--- config.mk ---
export PLATFORM = sky130hd
export DESIGN_NAME = serial_rx_core
export DESIGN_NICKNAME = d
export VERILOG_FILES = /design/src/rtl/srx_pkg.sv /design/src/rtl/srx_baud.sv /design/src/rtl/srx_frame.sv /design/src/rtl/srx_status.sv /design/src/rtl/serial_rx_core.sv
export SDC_FILE = /design/constraint.sdc
export NUM_CORES = 1
export LEC_CHECK = 0
export ABC_CLOCK_PERIOD_IN_PS = 3000
export BUFFER_PORTS_ARGS = -buffer_cell sky130_fd_sc_hd__buf_2
export CORE_MARGIN = 3
export CORE_UTILIZATION = 59
export CTS_BUF_LIST = sky130_fd_sc_hd__clkbuf_16
export CTS_CLUSTER_SIZE = 10
export DETAILED_ROUTE_END_ITERATION = 7
export PLACE_DENSITY = 0.82
export SETUP_SLACK_MARGIN = 0.5
export SLEW_MARGIN = 15
export SYNTH_ARGS = -nofsm -noshare
export SYNTH_HDL_FRONTEND = slang
export SYNTH_HIERARCHICAL = 1
export SYNTH_SLANG_ARGS = --single-unit
--- constraint.sdc ---
create_clock -name clk -period 3 [get_ports clk]
set_input_delay 0.3 -clock clk [delete_from_list [all_inputs] [get_ports clk]]
set_output_delay 0.3 -clock clk [all_outputs]
set_load 0.03 [all_outputs]
--- src/rtl/srx_pkg.sv ---
package srx_pkg;

    typedef enum logic [2:0] {
        RX_IDLE  = 3'd0,
        RX_START = 3'd1,
        RX_DATA  = 3'd2,
        RX_PAR   = 3'd3,
        RX_STOP1 = 3'd4,
        RX_STOP2 = 3'd5
    } rx_state_e;

    localparam logic [1:0] LEN_7 = 2'd0;
    localparam logic [1:0] LEN_8 = 2'd1;
    localparam logic [1:0] LEN_9 = 2'd2;

    localparam logic [1:0] PRE_1  = 2'd0;
    localparam logic [1:0] PRE_8  = 2'd1;

endpackage

--- src/rtl/srx_baud.sv ---
module srx_baud #(
    parameter int DIV_W = 8,
    parameter int PRE_W = 5
) (
    input  logic             clk,
    input  logic             rst_n,
    input  logic [1:0]       clk_sel,
    input  logic [DIV_W-1:0] div_n,
    output logic             tick_o
);
    import srx_pkg::*;

    typedef struct packed {
        logic [PRE_W-1:0] pre;
        logic [DIV_W-1:0] div;
        logic             tick;
    } baud_t;

    baud_t b_d, b_q;
    logic [PRE_W-1:0] pre_lim;

    always_comb begin
        case (clk_sel)
            PRE_1:   pre_lim = '0;
            PRE_8:   pre_lim = PRE_W'(7);
            default: pre_lim = '1;
        endcase
    end

    always_comb begin
        b_d      = b_q;
        b_d.tick = 1'b0;
        if (b_q.pre >= pre_lim) begin
            b_d.pre = '0;
            if (b_q.div >= div_n) begin
                b_d.div  = '0;
                b_d.tick = 1'b1;
            end else begin
                b_d.div = b_q.div + 1'b1;
            end
        end else begin
            b_d.pre = b_q.pre + 1'b1;
        end
    end

    always_ff @(posedge clk or negedge rst_n) begin
        if (!rst_n) b_q <= '0;
        else        b_q <= b_d;
    end

    assign tick_o = b_q.tick;

    // with a prescale or divide above one, ticks never come back to back
    p_tick_spacing_r4: assert property (@(posedge clk) disable iff (!rst_n)
        (b_q.tick && (clk_sel != PRE_1 || div_n != '0)) |=> !b_q.tick);

endmodule

--- src/rtl/srx_frame.sv ---
module srx_frame #(
    parameter int OS   = 16,
    parameter int DMAX = 9
) (
    input  logic            clk,
    input  logic            rst_n,
    input  logic            rx_en,
    input  logic            rxd,
    input  logic            tick_i,
    input  logic [1:0]      char_len,
    input  logic            par_en,
    input  logic            par_odd,
    input  logic            two_stop,
    output logic            done_o,
    output logic [DMAX-1:0] data_o,
    output logic            frm_o,
    output logic            par_o
);
    import srx_pkg::*;

    localparam int CW  = $clog2(OS);
    localparam int BW  = $clog2(DMAX + 1);
    localparam int MID = OS / 2 - 1;

    typedef struct packed {
        logic [1:0]      sync;
        rx_state_e       state;
        logic [CW-1:0]   cnt;
        logic [BW-1:0]   bidx;
        logic [DMAX-1:0] sh;
        logic            pacc;
        logic            ferr;
        logic            perr;
    } frame_t;

    frame_t f_d, f_q;
    logic [BW-1:0] nbits;
    logic [BW-1:0] shamt;
    logic          rx_s;
    logic          done;

    always_comb begin
        case (char_len)
            LEN_7:   nbits = BW'(7);
            LEN_9:   nbits = BW'(9);
            default: nbits = BW'(8);
        endcase
        shamt = BW'(DMAX) - nbits;
    end

    assign rx_s = f_q.sync[1];

    always_comb begin
        f_d      = f_q;
        done     = 1'b0;
        f_d.sync = {f_q.sync[0], rxd};
        if (!rx_en) begin
            f_d.state = RX_IDLE;
            f_d.cnt   = '0;
        end else if (tick_i) begin
            case (f_q.state)
                RX_IDLE: begin
                    if (!rx_s) begin
                        f_d.state = RX_START;
                        f_d.cnt   = '0;
                        f_d.bidx  = '0;
                        f_d.sh    = '0;
                        f_d.pacc  = 1'b0;
                        f_d.ferr  = 1'b0;
                        f_d.perr  = 1'b0;
                    end
                end
                RX_START: begin
                    if (f_q.cnt == CW'(MID)) begin
                        f_d.cnt   = '0;
                        f_d.state = rx_s ? RX_IDLE : RX_DATA;
                    end else begin
                        f_d.cnt = f_q.cnt + 1'b1;
                    end
                end
                default: begin
                    if (f_q.cnt == CW'(OS - 1)) begin
                        f_d.cnt = '0;
                        case (f_q.state)
                            RX_DATA: begin
                                f_d.sh   = {rx_s, f_q.sh[DMAX-1:1]};
                                f_d.pacc = f_q.pacc ^ rx_s;
                                f_d.bidx = f_q.bidx + 1'b1;
                                if (f_q.bidx == nbits - 1'b1)
                                    f_d.state = par_en ? RX_PAR : RX_STOP1;
                            end
                            RX_PAR: begin
                                f_d.perr  = ((f_q.pacc ^ rx_s) != par_odd);
                                f_d.state = RX_STOP1;
                            end
                            RX_STOP1: begin
                                if (!rx_s) f_d.ferr = 1'b1;
                                if (two_stop) begin
                                    f_d.state = RX_STOP2;
                                end else begin
                                    f_d.state = RX_IDLE;
                                    done      = 1'b1;
                                end
                            end
                            default: begin
                                if (!rx_s) f_d.ferr = 1'b1;
                                f_d.state = RX_IDLE;
                                done      = 1'b1;
                            end
                        endcase
                    end else begin
                        f_d.cnt = f_q.cnt + 1'b1;
                    end
                end
            endcase
        end
    end

    always_ff @(posedge clk or negedge rst_n) begin
        if (!rst_n) begin
            f_q       <= '0;
            f_q.sync  <= 2'b11;
            f_q.state <= RX_IDLE;
        end else begin
            f_q <= f_d;
        end
    end

    assign done_o = done;
    assign data_o = f_q.sh >> shamt;
    assign frm_o  = f_d.ferr;
    assign par_o  = f_q.perr;

    // a character only completes on a rate tick
    p_done_on_tick_r4: assert property (@(posedge clk) disable iff (!rst_n)
        done_o |-> tick_i);

    // with reception disabled the sampler sits idle
    p_idle_when_off_r1: assert property (@(posedge clk) disable iff (!rst_n)
        !rx_en |=> (f_q.state == RX_IDLE));

endmodule

--- src/rtl/srx_status.sv ---
module srx_status #(
    parameter int DMAX = 9
) (
    input  logic            clk,
    input  logic            rst_n,
    input  logic            rx_en,
    input  logic            rd_i,
    input  logic            done_i,
    input  logic [DMAX-1:0] data_i,
    input  logic            frm_i,
    input  logic            par_i,
    input  logic [1:0]      char_len,
    output logic [DMAX-1:0] buf_o,
    output logic            full_o,
    output logic            irq_o,
    output logic            ovr_o,
    output logic            frm_o,
    output logic            par_o,
    output logic            sum_o
);
    import srx_pkg::*;

    typedef struct packed {
        logic [DMAX-1:0] data;
        logic            full;
        logic            irq;
        logic            ovr;
        logic            frm;
        logic            par;
        logic            sum;
    } stat_t;

    stat_t s_d, s_q;

    always_comb begin
        s_d     = s_q;
        s_d.irq = 1'b0;
        if (rd_i) begin
            s_d.full = 1'b0;
            s_d.ovr  = 1'b0;
        end
        if (!rx_en) begin
            s_d.ovr = 1'b0;
            s_d.frm = 1'b0;
            s_d.par = 1'b0;
        end else if (done_i) begin
            s_d.data = data_i;
            if (s_d.full) begin
                s_d.ovr = 1'b1;
            end else begin
                s_d.full = 1'b1;
                s_d.irq  = 1'b1;
            end
            s_d.frm = s_q.frm | frm_i;
            s_d.par = s_q.par | par_i;
        end
        s_d.sum = s_d.ovr | s_d.frm | s_d.par;
    end

    always_ff @(posedge clk or negedge rst_n) begin
        if (!rst_n) s_q <= '0;
        else        s_q <= s_d;
    end

    assign buf_o  = s_q.data;
    assign full_o = s_q.full;
    assign irq_o  = s_q.irq;
    assign ovr_o  = s_q.ovr;
    assign frm_o  = s_q.frm;
    assign par_o  = s_q.par;
    assign sum_o  = s_q.sum;

    // the interrupt is a single-cycle pulse
    p_irq_single_r5: assert property (@(posedge clk) disable iff (!rst_n)
        irq_o |=> !irq_o);

    // the load that causes an overrun raises no interrupt
    p_ovr_silent_r6: assert property (@(posedge clk) disable iff (!rst_n)
        (ovr_o && !$past(ovr_o)) |-> !irq_o);

    // disabling reception clears every error flag
    p_disable_clear_r11: assert property (@(posedge clk) disable iff (!rst_n)
        !rx_en |=> !(ovr_o || frm_o || par_o));

    // summary flag tracks the three error flags
    p_sum_or_r10: assert property (@(posedge clk) disable iff (!rst_n)
        sum_o == (ovr_o || frm_o || par_o));

    // a 7-bit character leaves the two top buffer bits at zero
    p_upper_zero_r3: assert property (@(posedge clk) disable iff (!rst_n)
        (irq_o && char_len == LEN_7) |-> (buf_o[DMAX-1:DMAX-2] == 2'b00));

endmodule

--- src/rtl/serial_rx_core.sv ---
module serial_rx_core #(
    parameter int DIV_W = 8,
    parameter int OS    = 16,
    parameter int DMAX  = 9
) (
    input  logic             clk,
    input  logic             rst_n,
    input  logic             rx_en,
    input  logic             rxd,
    input  logic [1:0]       clk_sel,
    input  logic [DIV_W-1:0] baud_n,
    input  logic [1:0]       char_len,
    input  logic             par_en,
    input  logic             par_odd,
    input  logic             two_stop,
    input  logic             rd_strobe,
    output logic [DMAX-1:0]  rx_data,
    output logic             rx_irq,
    output logic             ovr_err,
    output logic             frm_err,
    output logic             par_err,
    output logic             err_sum,
    output logic             rx_ready
);
    logic            tick;
    logic            done;
    logic [DMAX-1:0] fr_data;
    logic            fr_frm;
    logic            fr_par;
    logic            full;

    srx_baud #(.DIV_W(DIV_W), .PRE_W(5)) u_baud (
        .clk     (clk),
        .rst_n   (rst_n),
        .clk_sel (clk_sel),
        .div_n   (baud_n),
        .tick_o  (tick)
    );

    srx_frame #(.OS(OS), .DMAX(DMAX)) u_frame (
        .clk      (clk),
        .rst_n    (rst_n),
        .rx_en    (rx_en),
        .rxd      (rxd),
        .tick_i   (tick),
        .char_len (char_len),
        .par_en   (par_en),
        .par_odd  (par_odd),
        .two_stop (two_stop),
        .done_o   (done),
        .data_o   (fr_data),
        .frm_o    (fr_frm),
        .par_o    (fr_par)
    );

    srx_status #(.DMAX(DMAX)) u_status (
        .clk      (clk),
        .rst_n    (rst_n),
        .rx_en    (rx_en),
        .rd_i     (rd_strobe),
        .done_i   (done),
        .data_i   (fr_data),
        .frm_i    (fr_frm),
        .par_i    (fr_par),
        .char_len (char_len),
        .buf_o    (rx_data),
        .full_o   (full),
        .irq_o    (rx_irq),
        .ovr_o    (ovr_err),
        .frm_o    (frm_err),
        .par_o    (par_err),
        .sum_o    (err_sum)
    );

    assign rx_ready = rx_en & ~full;

    // ready drops after a load and rises again only through a read
    p_ready_after_load_r12: assert property (@(posedge clk) disable iff (!rst_n)
        (rx_irq && !rd_strobe) |-> !rx_ready);

endmodule

==> impl_metrics.env <==
export IMPL_status="completed"
export IMPL_synth_mux_area_share_pct=8.20
export IMPL_viasPerCell=6.08
export IMPL_initial_utilization_pct=63.4
export IMPL_placed_cell_area_mm2=0.00330
export IMPL_worst_slack_ns=0.791
export IMPL_power_frac_clock_pct=29.6
export IMPL_hold_viol_final=0
export IMPL_place_hpwl_mm=4.47
export IMPL_tns_ns=0
export IMPL_htreeDepth=2
export IMPL_dr_first_iter_drc_count=290
export IMPL_portBuffers=34
export IMPL_clkSinkCount=54
export IMPL_synth_cell_types=60
export IMPL_grt_usage_pct=22.0
export IMPL_die_x_um=78.7
export IMPL_synth_area_mm2=0.00311
export IMPL_grt_pass1_wl_mm=10.9
export IMPL_gp_congestion=0.873
export IMPL_critPathTopFamily="simple AND/OR/NAND/NOR gates"
export IMPL_seq_area_frac_synth_pct=43.5
export IMPL_vias=2424
export IMPL_grt_max_degree=28
export IMPL_internal_power_mw=1.31
export IMPL_leakagePower_nw=1.72
export IMPL_cts_resized=0
export IMPL_pre_cts_slack_ns=0.664
export IMPL_grt_util_met2_pct=36.6
export IMPL_postLayoutCoreUtil_pct=70.2
export IMPL_required_ns=3.18
export IMPL_max_slew_margin_rel_pct=59.2
export IMPL_combPwrFrac_pct=24.0
export IMPL_netlist_instances=301
export IMPL_drive_above_1_share_pct=20.2
export IMPL_grt_setup_unrepaired="no"
export IMPL_max_vdd_ir_drop_v=0.000421
export IMPL_synth_warnings=6
export IMPL_insertedDiodeCount=0
export IMPL_seq_power_share_pct=46.4
export IMPL_ys_ff_latch=54
export IMPL_num_io_pins=35
export IMPL_power_total_mw=1.91
export IMPL_tritoncts="yes"
export IMPL_synth_top_cell_area_share_pct=41.8
export IMPL_crit_path_cell_trace="ha_1 > nand3_1 > nor2_1 > nand2_1 > nor2_1 > nand2_2 > mux2_4"
export IMPL_final_common_cell="dfrtp_1"
export IMPL_insertion_delay_ns=0.29
export IMPL_die_y_um=78.7
export IMPL_path_common_cell="nor2_1"
export IMPL_routedWlPerCell_um=16.0
export IMPL_design_area_mm2=0.00345
export IMPL_ant_nets=0
export IMPL_routed_wl_mm=6.37
export IMPL_synth_xor_area_share_pct=1.69
export IMPL_clockRootBuffer="clkbuf_16"
export IMPL_max_stage_delay_ns=0.39
export IMPL_synth_compound_area_share_pct=18.9
export IMPL_synthAdderAreaFrac_pct=6.43
export IMPL_synth_edf_count=0
export IMPL_worstHoldPathType="input pin to async pin"
export IMPL_drv_cap=0
export IMPL_start_kind="flip-flop"
export IMPL_grt_overflow=0
export IMPL_synth_top_area_cell="dfrtp_1"
export IMPL_std_cell_rows=25
export IMPL_grt_use_met1_pct=28.7
export IMPL_post_cts_buffers=0
export IMPL_use_met3_pct=3.67
export IMPL_clkTransAtPathRegs_ns=0.07
export IMPL_fin_skew_ns=0.00735
export IMPL_min_period_over_period_pct=73.6
export IMPL_synth_area_leaders="dfrtp_1 (42%), ha_1 (6.4%), a22o_1 (4.8%)"
export IMPL_max_freq_ghz=0.453
export IMPL_drt_pass1_iter_count=5
export IMPL_synth_ff_type="dfrtp_1"
export IMPL_async_flop_share_pct=100
export IMPL_switching_share_pct=31.3
export IMPL_crit_path_end_kind="flip-flop"
export IMPL_synth_nets=337
export IMPL_synth_top_family_by_area="compound AO/OA/AOI/OAI gates"
export IMPL_drc=0
export IMPL_synthSimpleGateAreaFrac_pct=15.7
export IMPL_worst_pin_slew_ns=0.612
export IMPL_nets=367
export IMPL_critPathKind="flip-flop to flip-flop"
export IMPL_switchingPower_mw=0.596
export IMPL_avgSynthCellArea_um2=10.3
export IMPL_busiest_layer="met2"
export IMPL_cts_inserted_buffers=5
export IMPL_dieArea_mm2=0.00619
export IMPL_final_cell_mix="dfrtp_1 (52), buf_2 (34), inv_1 (22), nand2_1 (21)"
export IMPL_worst_path_buf_inv=0
export IMPL_core_area_mm2=0.00491
export IMPL_cts_hold_fix_buffers=0
export IMPL_area_growth_pct=10.6
export IMPL_power_density_mw_per_mm2=553
export IMPL_cts_path_max_buffers=2
export IMPL_timing_final_crit_period_ns=2.21
export IMPL_finalSetupViolCount=0
export IMPL_critPathSlowestCell="dfrtp_1"
export IMPL_grt_pass1_vias=2270
export IMPL_worstPathMaxFanout=11
export IMPL_slew_violations=0
export IMPL_cp_arrival_ns=2.39
export IMPL_antenna_found_initial=0
## cell families after synthesis
family / count (synthesis)
xor gates and xnor gates: 6
adders and majority gates: 16
AOI/OAI and AO/OA: 77
and+or+nand+nor: 91
muxes: 21
buffers and inverters: 36
DFF: 54
## stage by stage
step / hold slack [ns] / instances
2_1_floorplan: 0.00441 / 301
3_3_place_gp: 0.336 / 391
3_5_place_dp: 0.341 / 391
4_1_cts: 0.0319 / 399
5_1_grt: 0.0665 / 399
6_report: 0.0106 / 399
## registers in the layout, summed over array words and instances (netlist names)
| register | count |
|---|---|
| u_status/ovr_o | 1 |
| u_frame/f_q | 23 |
| u_frame/f_d | 1 |
| u_status/sum_o | 1 |
| u_baud/b_q | 13 |
| u_baud/tick_o | 1 |
| u_status/par_o | 1 |
| u_status/full_o | 1 |
| u_status/buf_o | 9 |
| u_status/frm_o | 1 |
| u_status/irq_o | 1 |
| u_frame/par_o | 1 |
## path summary, 6_finish.rpt
check                                     start                 to  slack (ns)  cells after the start
worst max-delay path            u_frame/f_q[16]  u_status/buf_o[7]        0.79                      7
worst min-delay path                      rst_n  u_status/buf_o[1]        0.01                      1
worst max register to register  u_frame/f_q[16]  u_status/buf_o[7]        0.79                      7
worst min register to register  u_frame/f_d[24]    u_frame/f_q[24]        0.37                      0
max in group asynchronous                 rst_n    u_frame/f_d[24]        2.26                      2
min in group clk                            rxd    u_frame/f_d[24]        0.10                      1
## cell usage after synthesis, types with 7 or more instances
master	number
a22o_1	17
dfrtp_1	52
ha_1	16
o31ai_1	8
nor2b_1	8
nor2_1	18
nand2_1	21
mux2_4	8
nand2b_1	7
mux2i_1	9
inv_1	21
o21ai_0	18
## layer usage
metal	vias to the layer above	wire length (um)	share of wire, %
met1	1157	2810	44
met3	12	333	5.2
met4	0	126	2.0
li1	1155	-	-
met2	100	3100	49
met5	-	0	0
## power by group through the flow
stage	registers, mW	logic [mW]	clock network (mW)
6_report	0.883	0.458	0.564
5_1_grt	0.897	0.523	0.609
4_1_cts	0.880	0.460	0.574
3_5_place_dp	0.890	0.459	0
3_3_place_gp	0.892	0.434	0
2_1_floorplan	0.862	0.371	0
## area by class of cell
cell class              count  area, um2
fillers                   376       1470
clock buffers               5        125
inverters                  21       78.8
clock inverters             3       16.3
multi-input cells         211       1590
repair buffers             38        200
flip-flops and latches     54       1350
well taps                  67       83.8
(Power assumes the default switching activity.)
